===== src/rtl/wake_ind_pkg.sv =====
package wake_ind_pkg;

  localparam int SRC_N       = 2;
  localparam int SRC_MAGIC   = 0;
  localparam int SRC_PATTERN = 1;

  // pulse width in cycles for a given select code
  function automatic int unsigned pulse_cycles(input int unsigned base,
                                               input int unsigned sel);
    return base << sel;
  endfunction

  // counter width able to hold the longest pulse
  function automatic int unsigned pulse_cnt_w(input int unsigned base,
                                              input int unsigned sel_w);
    return $clog2(base << ((1 << sel_w) - 1)) + 1;
  endfunction

endpackage


===== src/rtl/wake_event_qual.sv =====
module wake_event_qual #(
  parameter int SRC_N = 2
) (
  input  logic             clk,
  input  logic             rst_n,
  input  logic             wake_en,
  input  logic             crc_gate,
  input  logic [SRC_N-1:0] src_en,
  input  logic [SRC_N-1:0] hit,
  input  logic             frame_end,
  input  logic             crc_ok,
  output logic             fire,
  output logic [SRC_N-1:0] fire_src
);

  logic [SRC_N-1:0] pend_q;
  logic [SRC_N-1:0] pend_all;
  logic             crc_pass;

  assign crc_pass = crc_ok | ~crc_gate;

  for (genvar i = 0; i < SRC_N; i++) begin : g_src
    logic hit_ok;
    assign hit_ok      = hit[i] & src_en[i] & wake_en;
    assign pend_all[i] = pend_q[i] | hit_ok;

    always_ff @(posedge clk or negedge rst_n) begin
      if (!rst_n)         pend_q[i] <= 1'b0;
      else if (frame_end) pend_q[i] <= 1'b0;
      else                pend_q[i] <= pend_all[i];
    end
  end

  assign fire     = frame_end & wake_en & crc_pass & (|pend_all);
  assign fire_src = fire ? pend_all : '0;

endmodule


===== src/rtl/wake_pulse_timer.sv =====
module wake_pulse_timer
  import wake_ind_pkg::*;
#(
  parameter int BASE_LEN = 8,
  parameter int SEL_W    = 2
) (
  input  logic             clk,
  input  logic             rst_n,
  input  logic             load,
  input  logic [SEL_W-1:0] sel,
  output logic             active
);

  localparam int CNT_W = pulse_cnt_w(BASE_LEN, SEL_W);

  logic [CNT_W-1:0] cnt_q;
  logic [CNT_W-1:0] load_val;

  assign load_val = CNT_W'(pulse_cycles(BASE_LEN, 32'(sel)));

  always_ff @(posedge clk or negedge rst_n) begin
    if (!rst_n)             cnt_q <= '0;
    else if (load)          cnt_q <= load_val;
    else if (cnt_q != '0)   cnt_q <= cnt_q - 1'b1;
  end

  assign active = (cnt_q != '0);

endmodule


===== src/rtl/wake_ind_gen.sv =====
module wake_ind_gen
  import wake_ind_pkg::*;
(
  input  logic       clk,
  input  logic       rst_n,
  input  logic       cfg_wake_en,
  input  logic       cfg_magic_en,
  input  logic       cfg_pattern_en,
  input  logic       cfg_crc_gate,
  input  logic       cfg_level_mode,
  input  logic [1:0] cfg_pulse_sel,
  input  logic       cfg_clear,
  input  logic       magic_hit,
  input  logic       pattern_hit,
  input  logic       frame_end,
  input  logic       crc_ok,
  output logic       wake_out,
  output logic [1:0] wake_status
);

  logic [SRC_N-1:0] src_en;
  logic [SRC_N-1:0] hit;
  logic             fire;
  logic [SRC_N-1:0] fire_src;
  logic             pulse_active;
  logic             level_q;
  logic [SRC_N-1:0] status_q;

  assign src_en[SRC_MAGIC]   = cfg_magic_en;
  assign src_en[SRC_PATTERN] = cfg_pattern_en;
  assign hit[SRC_MAGIC]      = magic_hit;
  assign hit[SRC_PATTERN]    = pattern_hit;

  wake_event_qual #(.SRC_N(SRC_N)) u_qual (
    .clk      (clk),
    .rst_n    (rst_n),
    .wake_en  (cfg_wake_en),
    .crc_gate (cfg_crc_gate),
    .src_en   (src_en),
    .hit      (hit),
    .frame_end(frame_end),
    .crc_ok   (crc_ok),
    .fire     (fire),
    .fire_src (fire_src)
  );

  wake_pulse_timer #(.BASE_LEN(8), .SEL_W(2)) u_timer (
    .clk   (clk),
    .rst_n (rst_n),
    .load  (fire & ~cfg_level_mode),
    .sel   (cfg_pulse_sel),
    .active(pulse_active)
  );

  // level hold: a new event has priority over the clear strobe
  always_ff @(posedge clk or negedge rst_n) begin
    if (!rst_n)                      level_q <= 1'b0;
    else if (fire && cfg_level_mode) level_q <= 1'b1;
    else if (cfg_clear)              level_q <= 1'b0;
  end

  always_ff @(posedge clk or negedge rst_n) begin
    if (!rst_n) status_q <= '0;
    else        status_q <= (cfg_clear ? '0 : status_q) | fire_src;
  end

  assign wake_out    = cfg_level_mode ? level_q : pulse_active;
  assign wake_status = status_q;

endmodule


===== config.mk =====
export PLATFORM = sky130hd
export DESIGN_NAME = wake_ind_gen
export DESIGN_NICKNAME = d
export VERILOG_FILES = /design/src/rtl/wake_ind_pkg.sv /design/src/rtl/wake_event_qual.sv /design/src/rtl/wake_pulse_timer.sv /design/src/rtl/wake_ind_gen.sv
export SDC_FILE = /design/constraint.sdc
export NUM_CORES = 1
export LEC_CHECK = 0
export ABC_AREA = 1
export BUFFER_PORTS_ARGS = -buffer_cell sky130_fd_sc_hd__buf_2
export CAP_MARGIN = 20
export CELL_PAD_IN_SITES_DETAIL_PLACEMENT = 1
export CELL_PAD_IN_SITES_GLOBAL_PLACEMENT = 2
export CORE_MARGIN = 2
export CORE_UTILIZATION = 25
export CTS_CLUSTER_SIZE = 16
export DETAILED_ROUTE_END_ITERATION = 8
export PLACE_DENSITY = 0.67
export SLEW_MARGIN = 20
export SYNTH_ARGS = -nofsm -noshare
export SYNTH_HDL_FRONTEND = slang
export SYNTH_SLANG_ARGS = --single-unit

===== constraint.sdc =====
create_clock -name clk -period 2.3 [get_ports clk]
set_input_delay 0.575 -clock clk [delete_from_list [all_inputs] [get_ports clk]]
set_output_delay 0.575 -clock clk [all_outputs]
set_load 0.01 [all_outputs]

## Yosys cells after proc, flatten, opt, wreduce, memory -nomap -nowiden

Cells that the tools add are included.

| cells by class | value |
|---|---|
| reductions and logical operators | 5 |
| shift-type cells | 1 |
| muxes and demuxes | 9 |
| add/sub/neg operators | 1 |
| bitwise gates (word level) | 14 |

Operators with widths:

| operator | count |
|---|---|
| $mux 7 | 2 |
| $and 1x1->1 | 8 |
| $reduce_bool 7->1 | 1 |
| $shl 4x2->7 const A | 1 |
| $sub 7x1->7 const B | 1 |
| $mux 1 | 5 |
| $mux 2 | 2 |
| $reduce_bool 2->1 | 2 |
| $or 1x1->1 | 3 |
| $not 1->1 | 2 |
| $or 2x2->2 | 1 |
| $reduce_or 2->1 | 1 |
| $logic_and 1x1->1 | 1 |

| storage, ports and cells | value |
|---|---|
| bits of input ports | 14 |
| register bits | 12 |
| logic and storage cells | 35 |
| output and inout bits | 3 |

## Depth between registers and ports, before layout

Gate-level depths: netlist of the first run.

| logic depth | value |
|---|---|
| word-level depth | 7 |
| depth in mapped cells | 9 |
| mapped depth without buffers | 9 |

## Cells and area by module

A second synthesis of the first run with hierarchy kept.

| unflattened totals | value |
|---|---|
| cells, all modules | 89 |
| area total of the unflattened synthesis | 678.2 um2 |

Modules (own cells, without submodules):

| module | seq. area each (um2) | area an instance (um2) | cells each | times used |
|---|---|---|---|---|
| wake_pulse_timer | 175.2 | 422.9 | 52 | 1 |
| wake_ind_gen | 75.1 | 135.1 | 19 | 1 |
| wake_event_qual | 50.0 | 120.1 | 18 | 1 |

## Worst setup path before layout of the first run

No wires, ideal clock.

| timing | value |
|---|---|
| path type | reg-to-output |
| start | register u_timer.cnt_q[0] |
| end | output port wake_out |
| setup slack | 0.602 ns |
| data required time | 1.725 ns |
| arrival time | 1.123 ns |
| path buffers | 0 |
| stages on the path, launching flop included | 8 |
| cells stage by stage | dfrtp_1 inv_1 ha_1 inv_1 nor2_2 nand3_4 nand2_1 o21ai_0 |

| between the ends | value |
|---|---|
| cells in the longest elaborated chain, start to end | 2 |

RTL lines:

| element | RTL line | source |
|---|---|---|
| start, declared | wake_pulse_timer.sv:16 | `logic [CNT_W-1:0] cnt_q;` |
| start signal, assigned | wake_pulse_timer.sv:23 | `else if (load) cnt_q <= load_val;` |
| start signal, assigned | wake_pulse_timer.sv:24 | `else if (cnt_q != '0) cnt_q <= cnt_q - 1'b1;` |
| $reduce_bool 7->1 | wake_pulse_timer.sv:27 | `assign active = (cnt_q != '0);` |
| $mux 1 | wake_ind_gen.sv:67 | `assign wake_out = cfg_level_mode ? level_q : pulse_active;` |
| end, declared | wake_ind_gen.sv:17 | `output logic wake_out,` |

Every way passes these cells.

## Worst setup path in the final report of the first run

Ends and elaborated chain as after synthesis.

==> results by group, run 1 <==
Yosys
  • Syn Nets: 113
  • Cells after synthesis: 97
  • Seq/Total Area, Yosys: 0.397
  • Warnings from Yosys: 0
  • Register bit total from synthesis: 12
  • Cell Area, Synth: 756 sq um
  • Syn Area/Cell: 7.79 sq um
  • Synth unique cells: 21

Pwr
  • Switch Pwr: 0.000374 W
  • Clk network pwr share: 0.186
  • Seq pwr share: 0.393
  • Combinational power share: 0.421
  • Sw Share: 0.413
  • Power density cells: 994 nW/um^2
  • Overall power: 0.000905 W
  • Power Internal: 0.000532 W
  • Static Leak: 0.492 nW
  • Maximum VDD drop: 367 uV

Floorplan
  • Initial Util: 0.269
  • Io pins: 17
  • Die X: 59.0 microns
  • Area of the core: 2810 sq um
  • Core Rows: 19
  • Die area: 3480 sq um
  • Chip Height: 59.0 microns

Place
  • Port-buffer cells: 16
  • GPL Wtd Cong: 0.773
  • HPWL Detailed: 1340 microns

GRT
  • First-pass GRT wire length: 2830 microns
  • Met2 Use GR: 0.156
  • Vias in the first global route: 653
  • Global Route Usage Sum: 0.111
  • Initial antenna violation count: 0
  • Grt peak-use layer: met2
  • Largest net degree at the start of global routing: 13
  • GRT met1 Usage: 0.155
  • GRT Residual Overflow: 0
  • Grt met3 use: 0.0197

Final layout
  • Most common cell after layout, fill and taps aside: nand2_1
  • Most frequent cells in the layout: 21 x nand2_1, 18 x inv_1, 16 x buf_2, 12 x dfrtp_1, 10 x nor2_1
  • Synth-to-Final Area Change: 20.5%
  • Number of diodes: 0
  • Final Util: 0.325
  • Register area: 300 sq um
  • Area taken by multi-input logic gates: 377 sq um
  • Layout fillers: 357
  • Share of layout cells above drive strength 1: 0.291
  • Layout Nets: 134

Timing
  • Slew headroom: 0.809
  • Final hold viol count: 0
  • Fin crit period: 2.12 ns
  • Setup Skew: 0.00246 ns
  • Final setup violation count: 0
  • Period Utilization, post-route: 0.924
  • Least-Margin Pin Slew: 0.286 ns
  • Setup TNS: 0 ns
  • Peak Freq: 471 MHz
  • RSZ-0062 raised after global routing: false
  • Fin. max-slew vios: 0

Route
  • DR WL/cell: 10.8 microns
  • Final WL: 1600 microns
  • Via count: 654
  • Via density: 4.42
  • DRC: 0
  • Antenna viol nets, final: 0
  • DRT Pass-1 Iters: 3
  • Initial DRC count: 13

Clocking
  • CTS tree: built
  • Postcts setup bufs: 0
  • Post_cts resized: 0
  • H-tree Lvls: 1
  • CTS buffer count: 3
  • CTS Hold Bufs: 0
  • Worst-path clk slew: 0.08 ns
  • Clk sinks: 12
  • Root buffer cell: clkbuf_4
  • Worst skew pair latency: 0.27 ns
  • Clk buf depth: 2

Worst setup path
  • RR Endpoint: u_timer.cnt_q[2]
  • Maximum fanout along the worst path: 9
  • R2r setup slk: 0.93 ns
  • Reg2reg path depth: 8
  • Critical Path AT: 1.55 ns
  • Crit path capture type: output pin
  • WP data required: 1.73 ns
  • Startpoint types: flip-flop
  • Crit path kind: flip-flop to output pin
  • Worst R2R Start: u_timer.cnt_q[0]

Run
  • Max-cap viol count: 0

Hold path
  • HP Class: input port to asynchronous set/reset pin

Outcome
  • Run status: finished, final reports clean
==> cells in the mapped netlist <==
| master | instances | area (sq um) |
|---|---|---|
| o21ai_0 | 2 | 10.0 |
| nand2_1 | 21 | 78.8 |
| nand4_1 | 5 | 31.3 |
| or2_2 | 1 | 6.26 |
| nor2_2 | 1 | 6.26 |
| nand3_4 | 2 | 35.0 |
| nor2_1 | 10 | 37.5 |
| xnor2_1 | 1 | 8.76 |
| dfrtp_1 | 12 | 300 |
| o22ai_1 | 2 | 12.5 |
| o21ai_2 | 1 | 8.76 |
| a21oi_4 | 1 | 16.3 |
| nand2_4 | 1 | 11.3 |
| inv_1 | 19 | 71.3 |
| a21oi_1 | 1 | 5.00 |
| ha_1 | 2 | 25.0 |
| nand3_1 | 8 | 40.0 |
| inv_2 | 2 | 7.51 |
| nand2_2 | 2 | 12.5 |
| nor2_4 | 2 | 22.5 |
| xor2_1 | 1 | 8.76 |
==> cells by family (layout without fill, tap and decap cells) <==
family,after synthesis,in the layout,synth area share
AOI/OAI and AO/OA,7,7,0.0695
and+or+nand+nor,53,53,0.373
DFF,12,12,0.397
xor gates and xnor gates,2,2,0.0232
adders and majority gates,2,2,0.0331
buffers and inverters,21,41,0.104
==> area by class of cell <==
| type | count | area share |
|---|---|---|
| clock buffer | 4 | 0.0398 |
| inverter | 21 | 0.0865 |
| multi-input combinational | 64 | 0.413 |
| sequential | 12 | 0.330 |
| tap | 31 | 0.0426 |
| timing repair buffer | 16 | 0.0879 |
==> worst max-delay path, cell delays in order, from the launching register on <==
cell	delay [ns]
dfrtp_1	0.39
inv_2	0.10
ha_1	0.15
inv_1	0.04
nor2_2	0.13
nand3_4	0.15
nand2_1	0.09
o21ai_0	0.07
buf_2	0.15
==> routing by layer <==
layer  wire (microns)  vias up
li1                 -      342
met1              820      298
met2              697        9
met3               28        5
met4               51        0
met5                0        -
==> power by group through the flow <==
stage	sequential [W]	combinational [W]	clock (W)
2_1_floorplan	0.000343	0.000308	0
3_3_place_gp	0.000359	0.000380	0
3_5_place_dp	0.000359	0.000386	0
4_1_cts	0.000355	0.000390	0.000176
5_1_grt	0.000366	0.000442	0.000190
6_report	0.000356	0.000381	0.000168
==> sequential cells by signal, summed over array words and instances, names as in the netlist <==
register	cells
wake_status	2
u_qual.pend_q	2
u_timer.cnt_q	7
level_q	1
==> worst max path at each step <==
| stage | start | endpoint | slack (ns) | depth (start not counted) |
|---|---|---|---|---|
| 6_report | u_timer.cnt_q[0] | wake_out | 0.18 | 8 |
| 5_1_grt | u_timer.cnt_q[0] | wake_out | 0.007 | 8 |
| 4_1_cts | u_timer.cnt_q[0] | wake_out | 0.08 | 8 |
| 3_5_place_dp | u_timer.cnt_q[0] | wake_out | 0.40 | 8 |
| 3_3_place_gp | u_timer.cnt_q[0] | wake_out | 0.43 | 8 |
| 2_1_floorplan | u_timer.cnt_q[0] | wake_out | 0.60 | 7 |
==> metrics by stage <==
stage / hold slack [ns] / cell area, sq um / instances / setup slack [ns]
final: 0.168 / 911 / 148 / 0.175
after CTS: 0.174 / 911 / 148 / 0.0837
after detailed placement: 0.478 / 875 / 144 / 0.399
after global routing: 0.163 / 911 / 148 / 0.00717
after global placement: 0.476 / 875 / 144 / 0.429
after floorplan: 0.279 / 756 / 97 / 0.602
No activity file was read; power rests on OpenSTA's default activity.
==> run 2, diff against run 1 <==
--- a/config.mk
+++ b/config.mk
@@ -12,6 +12,7 @@
 export CELL_PAD_IN_SITES_GLOBAL_PLACEMENT = 2
 export CORE_MARGIN = 2
 export CORE_UTILIZATION = 25
+export CTS_BUF_LIST = sky130_fd_sc_hd__clkbuf_16
 export CTS_CLUSTER_SIZE = 16
 export DETAILED_ROUTE_END_ITERATION = 8
 export PLACE_DENSITY = 0.67
==> results by group, run 2 (synthesis gave the netlist of run 1 again) <==
Worst setup path
  • Crit path kind: flip-flop to output pin
  • CP delay by family, top: flip-flops
  • Crit path capture type: output pin
  • CP cell instances: inv_1 > ha_1 > inv_1 > nor2_2 > nand3_4 > nand2_1 > o21ai_0 > buf_2
  • WP data required: 1.73 ns
  • R2r setup slk: 0.87 ns
  • Critical Path AT: 1.56 ns
  • CP dominant cell by count: inv_1
  • Maximum fanout along the worst path: 9
  • Startpoint types: flip-flop
  • RR Endpoint: u_timer.cnt_q[2]
  • Critical Path Slowest Stage Cell: dfrtp_1
  • CP max stage delay: 0.37 ns
  • CP Buf/Inv Count: 3
  • Worst R2R Start: u_timer.cnt_q[0]
  • Reg2reg path depth: 8

Route
  • DR top layer: met4
  • Via density: 4.38
  • M1 wire length: 809 microns
  • Initial DRC count: 9
  • DRT Pass-1 Iters: 2
  • DR WL met3: 23 microns
  • Metal2 WL: 707 microns
  • DRC: 0
  • DR WL/cell: 10.7 microns
  • Final WL: 1590 microns
  • Via count: 648
  • Antenna viol nets, final: 0

Pwr
  • Maximum VDD drop: 548 uV
  • Static Leak: 0.510 nW
  • Power density cells: 1100 nW/um^2

Final layout
  • Largest reg by FF count: u_timer.cnt_q
  • Max FFs per register: 7
  • Most common cell after layout, fill and taps aside: nand2_1
  • Layout Nets: 134
  • Synth-to-Final Area Change: 26.2%
  • Most frequent cells in the layout: 21 x nand2_1, 19 x inv_1, 16 x buf_2, 12 x dfrtp_1, 10 x nor2_1
  • Number of diodes: 0
  • Final Util: 0.340
  • Final Non-Filler Cells: 148
  • Share of layout cells above drive strength 1: 0.274

GRT
  • Largest net degree at the start of global routing: 13
  • First-pass GRT wire length: 2830 microns
  • GRT Residual Overflow: 0
  • Initial antenna violation count: 0
  • Vias in the first global route: 658
  • Global Route Usage Sum: 0.111

Timing
  • Period Utilization, post-route: 0.927
  • Fin crit period: 2.13 ns
  • Setup Skew: 0.00133 ns
  • Final setup violation count: 0
  • Peak Freq: 469 MHz
  • Setup TNS: 0 ns
  • Slew headroom: 0.807
  • Fin. max-slew vios: 0
  • Final hold viol count: 0
  • Least-Margin Pin Slew: 0.289 ns
  • RSZ-0062 raised after global routing: false

Place
  • Port-buffer cells: 16
  • GPL Wtd Cong: 0.773
  • DP Cell Count: 144
  • HPWL Detailed: 1340 microns

Floorplan
  • Die area: 3480 sq um
  • Initial Util: 0.269
  • Io pins: 17
  • Chip Height: 59.0 microns
  • Area of the core: 2810 sq um
  • Die X: 59.0 microns
  • Core Rows: 19

Clocking
  • CTS Hold Bufs: 0
  • H-tree Lvls: 1
  • Post_cts resized: 0
  • CTS tree: built
  • Clk buf depth: 2
  • Worst-path clk slew: 0.04 ns
  • Clk sinks: 12
  • Postcts setup bufs: 0
  • CTS buffer count: 3
  • Root buffer cell: clkbuf_16
  • Worst skew pair latency: 0.24 ns

Outcome
  • Run status: finished, final reports clean

Hold path
  • HP Class: input port to asynchronous set/reset pin

Run
  • Max-cap viol count: 0
-- run 2: changes by cell type in the layout (fill, tap and decap cells not counted) --
cell	change
inv_2	-1
clkbuf_8	-1
inv_1	+1
clkinv_1	+1
clkbuf_4	-3
clkbuf_16	+3
-- run 2: worst reg2reg max path, stage by stage, from the launching register on --
cell and delay [ns]:
dfrtp_1 0.37, inv_1 0.15, ha_1 0.17, inv_1 0.05
nor2_2 0.13, nand3_4 0.15, nand2_2 0.09, xor2_1 0.15
nor2_1 0.05
-- run 2: worst max path at each step --
stage / startpoint / endpoint / slack (ns) / cells past startpoint
6_report: u_timer.cnt_q[0] / wake_out / 0.17 / 8
3_3_place_gp: u_timer.cnt_q[0] / wake_out / 0.43 / 8
2_1_floorplan: u_timer.cnt_q[0] / wake_out / 0.60 / 7
3_5_place_dp: u_timer.cnt_q[0] / wake_out / 0.40 / 8
5_1_grt: u_timer.cnt_q[0] / wake_out / 0.005 / 8
4_1_cts: u_timer.cnt_q[0] / wake_out / 0.14 / 8
-- run 2: power breakdown --
| part | internal (W) | total, W | switching (W) |
|---|---|---|---|
| Sequential | 0.000282 | 0.000355 | 0.0000739 |
| Combinational | 0.000154 | 0.000379 | 0.000225 |
| Clock | 0.000229 | 0.000316 | 0.0000878 |
-- run 2: layout make-up --
| class | instances | area, sq um |
|---|---|---|
| clock buffers | 3 | 75.1 |
| clock inverters | 1 | 3.75 |
| fillers | 348 | 1850 |
| inverters | 21 | 78.8 |
| multi-input cells | 64 | 377 |
| flip-flops and latches | 12 | 300 |
| well taps | 31 | 38.8 |
| repair buffers | 16 | 80.1 |
-- run 2: metrics by stage --
step	hold slack (ns)	cell area, sq um	power, W	setup WS [ns]
2_1_floorplan	0.279	756	0.000651	0.602
3_3_place_gp	0.476	875	0.000739	0.429
3_5_place_dp	0.478	875	0.000746	0.399
4_1_cts	0.226	953	0.00107	0.139
5_1_grt	0.226	953	0.00114	0.00544
6_report	0.214	953	0.00105	0.168
-- run 2: metal layers --
layer | track usage | vias to the layer above
met1 | 0.152 | 295
met5 | 0 | -
met2 | 0.159 | 8
met4 | 0.0779 | 0
met3 | 0.0197 | 4
li1 | - | 341
==> run 3, diff against run 2 <==
--- a/config.mk
+++ b/config.mk
@@ -10,6 +10,7 @@
 export CAP_MARGIN = 20
 export CELL_PAD_IN_SITES_DETAIL_PLACEMENT = 1
 export CELL_PAD_IN_SITES_GLOBAL_PLACEMENT = 2
+export CORE_ASPECT_RATIO = 0.75
 export CORE_MARGIN = 2
 export CORE_UTILIZATION = 25
 export CTS_BUF_LIST = sky130_fd_sc_hd__clkbuf_16
==> results by group, run 3 (synthesis gave the netlist of run 1 again) <==
Outcome
  • Run status: finished, final reports clean

Final layout
  • Most common cell after layout, fill and taps aside: nand2_1
  • Most frequent cells in the layout: 21 x nand2_1, 19 x inv_1, 16 x buf_2, 12 x dfrtp_1, 10 x nor2_1
  • Share of layout cells above drive strength 1: 0.274
  • Largest reg by FF count: u_timer.cnt_q
  • Max FFs per register: 7
  • Final Non-Filler Cells: 155
  • Synth-to-Final Area Change: 27.3%
  • Number of diodes: 0
  • Layout Nets: 134

Route
  • Final WL: 1750 microns
  • Via count: 651
  • DRC: 0
  • Via density: 4.20
  • DRT Pass-1 Iters: 4
  • Initial DRC count: 12
  • DR WL/cell: 11.3 microns
  • Antenna viol nets, final: 0

Clocking
  • H-tree Lvls: 1
  • Clk buf depth: 2
  • Root buffer cell: clkbuf_16
  • CTS Hold Bufs: 0
  • CTS tree: built
  • Worst-path clk slew: 0.05 ns
  • CTS buffer count: 3
  • Postcts setup bufs: 0
  • Clk sinks: 12
  • Worst skew pair latency: 0.24 ns
  • Post_cts resized: 0

GRT
  • Vias in the first global route: 660
  • Met2 Use GR: 0.168
  • Grt peak-use layer: met2
  • GRT Residual Overflow: 0
  • GRT met1 Usage: 0.165
  • Initial antenna violation count: 0
  • Global Route Usage Sum: 0.118
  • First-pass GRT wire length: 2960 microns
  • Grt met3 use: 0.0325
  • Largest net degree at the start of global routing: 13

Timing
  • Peak Freq: 468 MHz
  • Setup TNS: 0 ns
  • Final hold viol count: 0
  • RSZ-0062 raised after global routing: false
  • Setup Skew: 0.00359 ns
  • Period Utilization, post-route: 0.930
  • Final setup violation count: 0
  • Least-Margin Pin Slew: 0.300 ns
  • Fin crit period: 2.14 ns
  • Slew headroom: 0.800
  • Fin. max-slew vios: 0

Worst setup path
  • Crit path kind: flip-flop to output pin
  • CP cell instances: inv_1 > ha_1 > inv_1 > nor2_2 > nand3_4 > nand2_1 > o21ai_0 > buf_2
  • CP max stage delay: 0.38 ns
  • Startpoint types: flip-flop
  • RR Endpoint: u_timer.cnt_q[2]
  • CP dominant cell by count: inv_1
  • CP Launch Point: u_timer.cnt_q[0]
  • Critical Path Slowest Stage Cell: dfrtp_1
  • Critical Path AT: 1.56 ns
  • Maximum fanout along the worst path: 9
  • Worst R2R Start: u_timer.cnt_q[0]
  • Reg2reg path depth: 8
  • Crit path capture type: output pin
  • WP data required: 1.73 ns
  • R2r setup slk: 0.86 ns

Place
  • DP Cell Count: 151
  • GPL Wtd Cong: 0.795
  • Port-buffer cells: 16
  • HPWL Detailed: 1410 microns

Floorplan
  • Die X: 67.5 microns
  • Initial Util: 0.259
  • Io pins: 17
  • Area of the core: 2910 sq um
  • Core Rows: 17
  • Chip Height: 51.6 microns
  • Die area: 3480 sq um

Pwr
  • Static Leak: 0.510 nW
  • Maximum VDD drop: 368 uV
  • Power density cells: 1100 nW/um^2

Run
  • Max-cap viol count: 0

Hold path
  • HP Class: input port to asynchronous set/reset pin
## run 3: cell counts in the layout (fill, tap and decap cells not counted)
Identical to the previous run, type by type.
## run 3: cell type report
| class | count | area [sq um] |
|---|---|---|
| inverter | 21 | 78.8 |
| sequential | 12 | 300 |
| tap | 38 | 47.5 |
| fill | 359 | 1950 |
| clock inverter | 1 | 3.75 |
| clock buffer | 3 | 75.1 |
| timing repair buffer | 16 | 80.1 |
| multi-input combinational | 64 | 377 |
## run 3: report_power, final
| group | switching (W) | internal [W] | total [W] |
|---|---|---|---|
| logic | 0.000237 | 0.000153 | 0.000390 |
| clock network | 0.0000921 | 0.000229 | 0.000321 |
| registers | 0.0000705 | 0.000282 | 0.000352 |
| total | 0.000400 | 0.000663 | 0.00106 |
## run 3: worst max-delay path by stage
stage	cells past startpoint	endpoint	slack [ns]
2_1_floorplan	7	wake_out	0.60
3_3_place_gp	8	wake_out	0.44
3_5_place_dp	8	wake_out	0.39
4_1_cts	8	wake_out	0.13
5_1_grt	8	wake_out	0.009
6_report	8	wake_out	0.16
## run 3: worst max-delay path: cells and delay by family (launching register included)
family	cells	cell delay, ns
buffers and inverters	3	0.34
and+or+nand+nor	3	0.37
AOI/OAI and AO/OA	1	0.07
DFF	1	0.38
adders and majority gates	1	0.17
## run 3: stage by stage
| stage | worst slack, ns | total power, W | hold slack [ns] | cell area [sq um] | utilization |
|---|---|---|---|---|---|
| finish | 0.162 | 0.00106 | 0.217 | 962 | 0.330 |
| CTS | 0.131 | 0.00108 | 0.223 | 962 | 0.330 |
| global placement | 0.440 | 0.000739 | 0.488 | 883 | 0.303 |
| global route | 0.00908 | 0.00116 | 0.237 | 962 | 0.330 |
| detailed placement | 0.394 | 0.000750 | 0.482 | 883 | 0.303 |
| floorplan | 0.602 | 0.000651 | 0.279 | 756 | - |
## run 3: layer usage
metal | vias up | wire, microns
li1 | 343 | -
met1 | 297 | 929
met2 | 7 | 746
met3 | 4 | 46
met4 | 0 | 29
met5 | - | 0
